## src/rtl/tribuf_pkg.sv

```systemverilog
package tribuf_pkg;
  typedef enum logic [1:0] {
    BUF_FREE  = 2'd0,
    BUF_FILL  = 2'd1,
    BUF_READY = 2'd2,
    BUF_READ  = 2'd3
  } buf_state_e;
endpackage

```

## src/rtl/tribuf_age.sv

```systemverilog
// Rank update: the stamped buffer becomes newest, every other rank steps down (saturating at 0).
module tribuf_age #(
  parameter int NBUF   = 3,
  parameter int RANK_W = 2,
  parameter int IDX_W  = 2
) (
  input  logic                         stamp,
  input  logic [IDX_W-1:0]             stamp_idx,
  input  logic [NBUF-1:0][RANK_W-1:0]  rank_in,
  output logic [NBUF-1:0][RANK_W-1:0]  rank_out
);
  localparam logic [RANK_W-1:0] TOP_RANK = RANK_W'(NBUF - 1);

  for (genvar i = 0; i < NBUF; i++) begin : g_rank
    always_comb begin
      rank_out[i] = rank_in[i];
      if (stamp) begin
        if (stamp_idx == IDX_W'(i))
          rank_out[i] = TOP_RANK;
        else if (rank_in[i] != '0)
          rank_out[i] = rank_in[i] - 1'b1;
      end
    end
  end
endmodule

```

## src/rtl/tribuf_rank_sel.sv

```systemverilog
// Picks, among the masked buffers, the highest rank (PICK_NEWEST=1) or the lowest rank.
// A strict compare keeps the lowest index when ranks are equal.
module tribuf_rank_sel #(
  parameter int NBUF        = 3,
  parameter int RANK_W      = 2,
  parameter int IDX_W       = 2,
  parameter bit PICK_NEWEST = 1'b1
) (
  input  logic [NBUF-1:0]              mask,
  input  logic [NBUF-1:0][RANK_W-1:0]  rank,
  output logic                         found,
  output logic [IDX_W-1:0]             sel
);
  if (PICK_NEWEST) begin : g_newest
    always_comb begin
      logic [RANK_W-1:0] best;
      found = 1'b0;
      sel   = '0;
      best  = '0;
      for (int i = 0; i < NBUF; i++) begin
        if (mask[i] && (!found || rank[i] > best)) begin
          found = 1'b1;
          sel   = IDX_W'(i);
          best  = rank[i];
        end
      end
    end
  end else begin : g_oldest
    always_comb begin
      logic [RANK_W-1:0] best;
      found = 1'b0;
      sel   = '0;
      best  = '0;
      for (int i = 0; i < NBUF; i++) begin
        if (mask[i] && (!found || rank[i] < best)) begin
          found = 1'b1;
          sel   = IDX_W'(i);
          best  = rank[i];
        end
      end
    end
  end
endmodule

```

## src/rtl/tribuf_mgr.sv

```systemverilog
module tribuf_mgr
  import tribuf_pkg::*;
#(
  parameter int  NBUF   = 3,
  parameter int  RANK_W = 2,
  localparam int IDX_W  = $clog2(NBUF)
) (
  input  logic             clk,
  input  logic             rst,
  input  logic             wr_done,
  input  logic             rd_req,
  output logic [IDX_W-1:0] wr_idx,
  output logic [IDX_W-1:0] rd_idx,
  output logic             rd_valid
);
  buf_state_e                  st_q [NBUF];
  logic [NBUF-1:0][RANK_W-1:0] rank_q;
  logic [NBUF-1:0][RANK_W-1:0] rank_d;

  // Stage A: the write completion and the reader's release.
  buf_state_e      st_a [NBUF];
  logic [NBUF-1:0] ready_mask;
  logic            rd_found;
  logic [IDX_W-1:0] rd_sel;

  // Stage B: the reader's lock.
  buf_state_e      st_b [NBUF];
  logic [NBUF-1:0] fill_mask;
  logic            wr_found;
  logic [IDX_W-1:0] wr_sel;

  // Stage C: the writer's next buffer.
  buf_state_e      st_d [NBUF];
  logic [IDX_W-1:0] wr_idx_d;
  logic [IDX_W-1:0] rd_idx_d;
  logic            rd_valid_d;

  tribuf_age #(.NBUF(NBUF), .RANK_W(RANK_W), .IDX_W(IDX_W)) u_age (
    .stamp     (wr_done),
    .stamp_idx (wr_idx),
    .rank_in   (rank_q),
    .rank_out  (rank_d)
  );

  always_comb begin
    for (int i = 0; i < NBUF; i++) begin
      st_a[i] = st_q[i];
      if (wr_done && wr_idx == IDX_W'(i))
        st_a[i] = BUF_READY;
      if (rd_req && rd_valid && rd_idx == IDX_W'(i))
        st_a[i] = BUF_READY;
      ready_mask[i] = rd_req && (st_a[i] == BUF_READY);
    end
  end

  tribuf_rank_sel #(
    .NBUF(NBUF), .RANK_W(RANK_W), .IDX_W(IDX_W), .PICK_NEWEST(1'b1)
  ) u_rd_sel (
    .mask  (ready_mask),
    .rank  (rank_d),
    .found (rd_found),
    .sel   (rd_sel)
  );

  always_comb begin
    for (int i = 0; i < NBUF; i++) begin
      st_b[i] = st_a[i];
      if (rd_found && rd_sel == IDX_W'(i))
        st_b[i] = BUF_READ;
      fill_mask[i] = wr_done && (st_b[i] != BUF_READ) && (wr_idx != IDX_W'(i));
    end
    rd_idx_d   = rd_found ? rd_sel : rd_idx;
    rd_valid_d = rd_valid | rd_found;
  end

  tribuf_rank_sel #(
    .NBUF(NBUF), .RANK_W(RANK_W), .IDX_W(IDX_W), .PICK_NEWEST(1'b0)
  ) u_wr_sel (
    .mask  (fill_mask),
    .rank  (rank_d),
    .found (wr_found),
    .sel   (wr_sel)
  );

  always_comb begin
    for (int i = 0; i < NBUF; i++) begin
      st_d[i] = st_b[i];
      if (wr_found && wr_sel == IDX_W'(i))
        st_d[i] = BUF_FILL;
    end
    wr_idx_d = wr_found ? wr_sel : wr_idx;
  end

  always_ff @(posedge clk) begin
    if (rst) begin
      for (int i = 0; i < NBUF; i++)
        st_q[i] <= (i == 0) ? BUF_FILL : BUF_FREE;
      rank_q   <= '0;
      wr_idx   <= '0;
      rd_idx   <= '0;
      rd_valid <= 1'b0;
    end else begin
      for (int i = 0; i < NBUF; i++)
        st_q[i] <= st_d[i];
      rank_q   <= rank_d;
      wr_idx   <= wr_idx_d;
      rd_idx   <= rd_idx_d;
      rd_valid <= rd_valid_d;
    end
  end
endmodule

```

## config.mk

```make
export PLATFORM = sky130hd
export DESIGN_NAME = tribuf_mgr
export DESIGN_NICKNAME = d
export VERILOG_FILES = /design/src/rtl/tribuf_pkg.sv /design/src/rtl/tribuf_age.sv /design/src/rtl/tribuf_rank_sel.sv /design/src/rtl/tribuf_mgr.sv
export SDC_FILE = /design/constraint.sdc
export NUM_CORES = 1
export LEC_CHECK = 0
export ABC_AREA = 1
export CAP_MARGIN = 40
export CORE_MARGIN = 2
export CORE_UTILIZATION = 51
export DETAILED_ROUTE_END_ITERATION = 10
export PLACE_DENSITY_LB_ADDON = 0.12
export SLEW_MARGIN = 20
export SYNTH_ARGS = -nofsm -noshare
export SYNTH_HDL_FRONTEND = slang
export SYNTH_SLANG_ARGS = --single-unit
```

## constraint.sdc

```tcl
create_clock -name clk -period 4.9 [get_ports clk]
set_input_delay 0.98 -clock clk [delete_from_list [all_inputs] [get_ports clk]]
set_output_delay 0.98 -clock clk [all_outputs]
set_load 0.01 [all_outputs]
```

# Word-level counts from Yosys, hierarchy flattened
# Memories as Yosys holds them, arrays and structs flattened.
# Index checks and enable logic that the tools add are counted.
# W data, S select, Z words.
# op_classes
n_addsub	3
mul	0
n_div	0
magnitude_cmp	4
eq_ne	16
shift	0
n_mux	41
n_bitwise	4
n_reduce_logical	42
# op_table
op	n
$mux W2	30
$logic_and A1 B1 Y1	26
$eq A2 B2 Y1 const B	7
$mux W1	11
$eq A2 B1 Y1 const B	4
$logic_not A2 Y1	4
$ne A2 B2 Y1 const B	4
$reduce_bool A2 Y1	4
$sub A2 B1 Y2 const B	3
$gt A2 B2 Y1	2
$logic_not A1 Y1	4
$logic_or A1 B1 Y1	4
$lt A2 B2 Y1	2
$or A1 B1 Y1	4
$ne A2 B1 Y1 const B	1
# word_totals
regBits	11
latchBits	0
ram_bits	6
rom_bits	0
input_bits	4
out_inout_bits	5
elab_cells	117
memories	1
# mem_list
name	words	word_bits	rd	rd_clocked_by_memory_dff	write_ports	line_no	source
st_q	3	2	3	0	3	tribuf_mgr.sv:16	buf_state_e st_q [NBUF];

# Longest topological paths before layout
# logic_depth
ltp_word	34
ltp_mapped	40
depth_no_buf	40

# Hierarchy
# Synthesis repeated with hierarchy kept, for this count alone.
# unflattened
hier_cells	196
hier_area_um2	1242.4
# by_module_without_submodules
module	n_inst	cells_each	area_each_um2	seq_area_each_um2
tribuf_mgr	1	106	788.3	340.3
tribuf_rank_sel (u_rd_sel)	1	37	187.7	0.0
tribuf_rank_sel (u_wr_sel)	1	28	146.4	0.0
tribuf_age	1	25	120.1	0.0

# Least setup slack after synthesis
# OpenSTA, ideal clock, no wires.
# synth_path
path_type	input to register
start	input port wr_done
end	memory st_q[0][4] (netlist name)
setup_time_ns	0.128
arrival_time_ns	4.776
required_time_ns	4.772
slack_ns	-0.004
path_stages	36
path_buffers	1
cell_sequence	inv_1 > clkbuf_1 > nor2_1 > o21ai_0 > ha_1 > inv_1 > nor2_1 > o21ai_0 > nand3_1 > nand2_2 > o21ai_0 > ha_1 > inv_1 > nor2_1 > o21ai_0 > o211ai_2 > nand2_2 > nand2_2 > nand2_1 > nor2_1 > inv_1 > ha_1 > nand2_1 > nand2_1 > nand2_2 > nand2_2 > nand2_1 > o21ai_0 > ha_1 > nand2_1 > nand2_1 > nand2_1 > nand2_2 > inv_2 > nor2_1 > nor2_1
# synth_lines
element	line_no	source
from (decl)	tribuf_mgr.sv:10	input logic wr_done,
to (decl)	tribuf_mgr.sv:16	

# Final worst setup path
# layout_path
start	input port wr_done
end	register wr_idx[1]
# layout_via
elab_chain_len	29
elab_cells_between_ends	65
cone_classes	order compare (4); eq/ne (8); mux (25); reduce/logical (28)
# layout_lines
element	line_no	source
$logic_and A1 B1 Y1	tribuf_mgr.sv:48	if (wr_done && wr_idx == IDX_W'(i))
$mux W2	tribuf_mgr.sv:48	
$mux W2	tribuf_mgr.sv:50	if (rd_req && rd_valid && rd_idx == IDX_W'(i))
$eq A2 B2 Y1	tribuf_mgr.sv:52	ready_mask[i] = rd_req && (st_a[i] == BUF_READY);
$logic_and A1 B1 Y1	tribuf_mgr.sv:52	
$mux W2 or $mux W1 (tied branches)	tribuf_rank_sel.sv:21	if (mask[i] && (!found || rank[i] > best)) begin
$gt A2 B2 Y1 or $logic_not A1 Y1 (tied branches)	tribuf_rank_sel.sv:21	
$logic_or A1 B1 Y1	tribuf_rank_sel.sv:21	
[... 13 more ...]	-	
$lt A2 B2 Y1 or $logic_not A1 Y1 (tied branches)	tribuf_rank_sel.sv:35	if (mask[i] && (!found || rank[i] < best)) begin
$logic_or A1 B1 Y1	tribuf_rank_sel.sv:35	
$logic_and A1 B1 Y1	tribuf_rank_sel.sv:35	
$mux W2 or $mux W1 (tied branches)	tribuf_rank_sel.sv:35	
$lt A2 B2 Y1 or $logic_not A1 Y1 (tied branches)	tribuf_rank_sel.sv:35	
$logic_or A1 B1 Y1	tribuf_rank_sel.sv:35	
$logic_and A1 B1 Y1	tribuf_rank_sel.sv:35	
$mux W2 or $mux W1 (tied branches)	tribuf_rank_sel.sv:35	
to (signal assigned)	tribuf_mgr.sv:106	wr_idx <= wr_idx_d;
to (decl)	tribuf_mgr.sv:12	output logic [IDX_W-1:0] wr_idx,
# Several ways; a longest one is shown, not always the timed one.
# A chain may end at the register's enable or synchronous reset.

==> flow_metrics.env <==
export IMPL_status="finished with violations"
export IMPL_failed_checks="setup timing"
export IMPL_cpMostUsedCell="nand2_2"
export IMPL_wirelength_mm=3.90
export IMPL_finClkSkew_ns=0.00426
export IMPL_maxCapViolCount=0
export IMPL_syn2layout_area_growth_pct=59.6
export IMPL_setup_ws_ns=-0.106
export IMPL_yosysMostFrequentCell="nand2_1"
export IMPL_syn_area_sq_um=1100
export IMPL_antenna_found_initial=0
export IMPL_synthCells=167
export IMPL_die_y_um=50.5
export IMPL_synth_seq_cells=17
export IMPL_power_density_nw_per_um2=308
export IMPL_synth_nets=177
export IMPL_grt_max_degree=15
export IMPL_die_w_um=50.5
export IMPL_diodes=0
export IMPL_synth_top_area_share_pct=30.8
export IMPL_crit_type="in2reg"
export IMPL_cts_made_buffers=3
export IMPL_grt_pass1_vias=1293
export IMPL_synth_area_leader_cell="dfxtp_1"
export IMPL_dpl_cell_area_sq_um=1430
export IMPL_end_kind="register"
export IMPL_rows=16
export IMPL_cts_buffer_depth=2
export IMPL_fmax_mhz=200
export IMPL_die_area_sq_um=2550
export IMPL_dp_hpwl_mm=2.13
export IMPL_dp_cells=229
export IMPL_ys_top_cells_by_count="nand2_1 (33), inv_1 (27), nor2_1 (22), dfxtp_1 (17), nand2_2 (12)"
export IMPL_drc=0
export IMPL_ys_warn_count=0
export IMPL_vias_per_cell=5.41
export IMPL_first_iter_violations=78
export IMPL_leakagePower_nw=0.875
export IMPL_grt_pass1_wl_mm=5.56
export IMPL_synth_area_leaders="dfxtp_1 (31%), nand2_1 (11%), inv_1 (9.2%)"
export IMPL_clk_pin_slew_ns=0.11
export IMPL_utilization_pct=88.0
export IMPL_async_flop_share_pct=0
export IMPL_insertion_delay_ns=0.30
export IMPL_vias=1402
export IMPL_hold_path_class="reg2reg"
export IMPL_port_buffers=8
export IMPL_avgSynthCellArea_sq_um=6.61
export IMPL_gp_congestion=0.886
export IMPL_overflow=0
export IMPL_fin_crit_ns=5.01
export IMPL_slowest_delay_ns=0.31
export IMPL_tritoncts="done"
export IMPL_crit_path_max_fanout=5
export IMPL_crit_arrival_ns=5.24
export IMPL_cp_slowest_cell="ha_1"
export IMPL_numClockSinks=17
export IMPL_antenna_left=0
export IMPL_stdcell_area_sq_um=1760
export IMPL_grtUsageTotal_pct=28.5
export IMPL_synth_ff_type="dfxtp_1"
export IMPL_maxSlewViolCount=0
export IMPL_hold_ws_ns=0.548
export IMPL_synth_edf_count=0
export IMPL_worst_slew_pin_slew_ns=0.595
export IMPL_coreArea_sq_um=2000
export IMPL_layout_cells_non_filler=259
export IMPL_relSlewSlack_pct=60.2
export IMPL_setup_violations_final=8
export IMPL_cp_required_ns=5.13
export IMPL_layout_nets=243
export IMPL_cp_start_kind="input port"
export IMPL_wl_per_cell_um=15.0
export IMPL_hold_viol=0
export IMPL_dr_pass1_iters=4
export IMPL_yosysSeqAreaShare_pct=30.8
export IMPL_rsz0062_at_grt="yes"
export IMPL_start_util_pct=55.1
export IMPL_io_pins=9
export IMPL_ir_worst_vdd_v=0.000285
export IMPL_drive_gt1_share_pct=47.4
export IMPL_finalPower_mw=0.543
export IMPL_ys_types=23
export IMPL_htreeDepth=1
export IMPL_clock_root_buffer="clkbuf_4"
export IMPL_post_route_period_util_pct=102
sequential cells by signal (all words and copies together), names as in the netlist:
signal / count
rank_q: 6
rd_idx: 2
rd_valid: 1
st_q: 6
wr_idx: 2
cell usage in the layout (no fill, tap or decap), drive strengths merged, types with 3 or more instances in the layout:
cell type / instances
buf: 57
nand2: 45
inv: 30
nor2: 25
dfxtp: 17
nand3: 13
o21ai: 9
a21oi: 8
clkdlybuf4s50: 6
ha: 6
clkbuf: 3
stage by stage:
step | worst slack (ns) | TNS [ns]
after floorplan | 0.0483 | 0
after global placement | -0.471 | -3.53
after detailed placement | -0.574 | -4.34
after CTS | 0.149 | 0
after global routing | -0.494 | -3.49
final | -0.106 | -0.536
metal layers:
metal  wire, um  part of all wire (%)  GRT usage [%]
met3        248                   6.4           6.25
met4        115                   3.0           11.3
met1       1590                    41           32.2
met2       1940                    50           51.5
met5          0                     0              0
final cells by class:
cell class,instances,area (sq um)
multi-input combinational,118,746
timing repair buffer,63,499
sequential,17,340
fill,104,240
inverter,30,115
tap,27,33.8
clock buffer,3,22.5
clock inverter,1,5.00
power breakdown:
group | leakage [nW] | switching (mW) | total [mW] | internal (mW)
combinational | 0.718 | 0.155 | 0.295 | 0.140
clock | 0.0177 | 0.0492 | 0.0797 | 0.0305
sequential | 0.139 | 0.0133 | 0.168 | 0.155
final timing paths:
| kind | slack, ns | endpoint | from | cells after the start |
|---|---|---|---|---|
| worst max-delay path | -0.11 | wr_idx[1] | wr_done | 39 |
| worst min-delay path | 0.55 | rank_q[5] | rank_q[5] | 2 |
| worst max register to register | 0.05 | wr_idx[1] | wr_idx[0] | 38 |
| worst min register to register | 0.55 | rank_q[5] | rank_q[5] | 2 |
critical path, delay by kind of cell:
family          cells  cell delay [ns]
simple gates       21             1.85
fa+ha+maj           4             1.16
compound gates      7             0.67
buf+inv             7             0.55
cell families after synthesis:
| logic type | after synthesis | synth area share, % |
|---|---|---|
| fa+ha+maj | 6 | 6.80 |
| flops | 17 | 30.8 |
| simple gates | 90 | 38.9 |
| buf+inv | 32 | 11.0 |
| compound gates | 22 | 12.5 |
what timing repair did:
action                     4_1_cts  5_1_grt
hold endpoints to repair         0        0
buffers inserted                15       11
hold buffers                     0        0
pin swaps                        7       27
resized for setup               20       26
setup endpoints to repair        8        8
cloned                           0        0
Power figures use the tool's default switching activity.
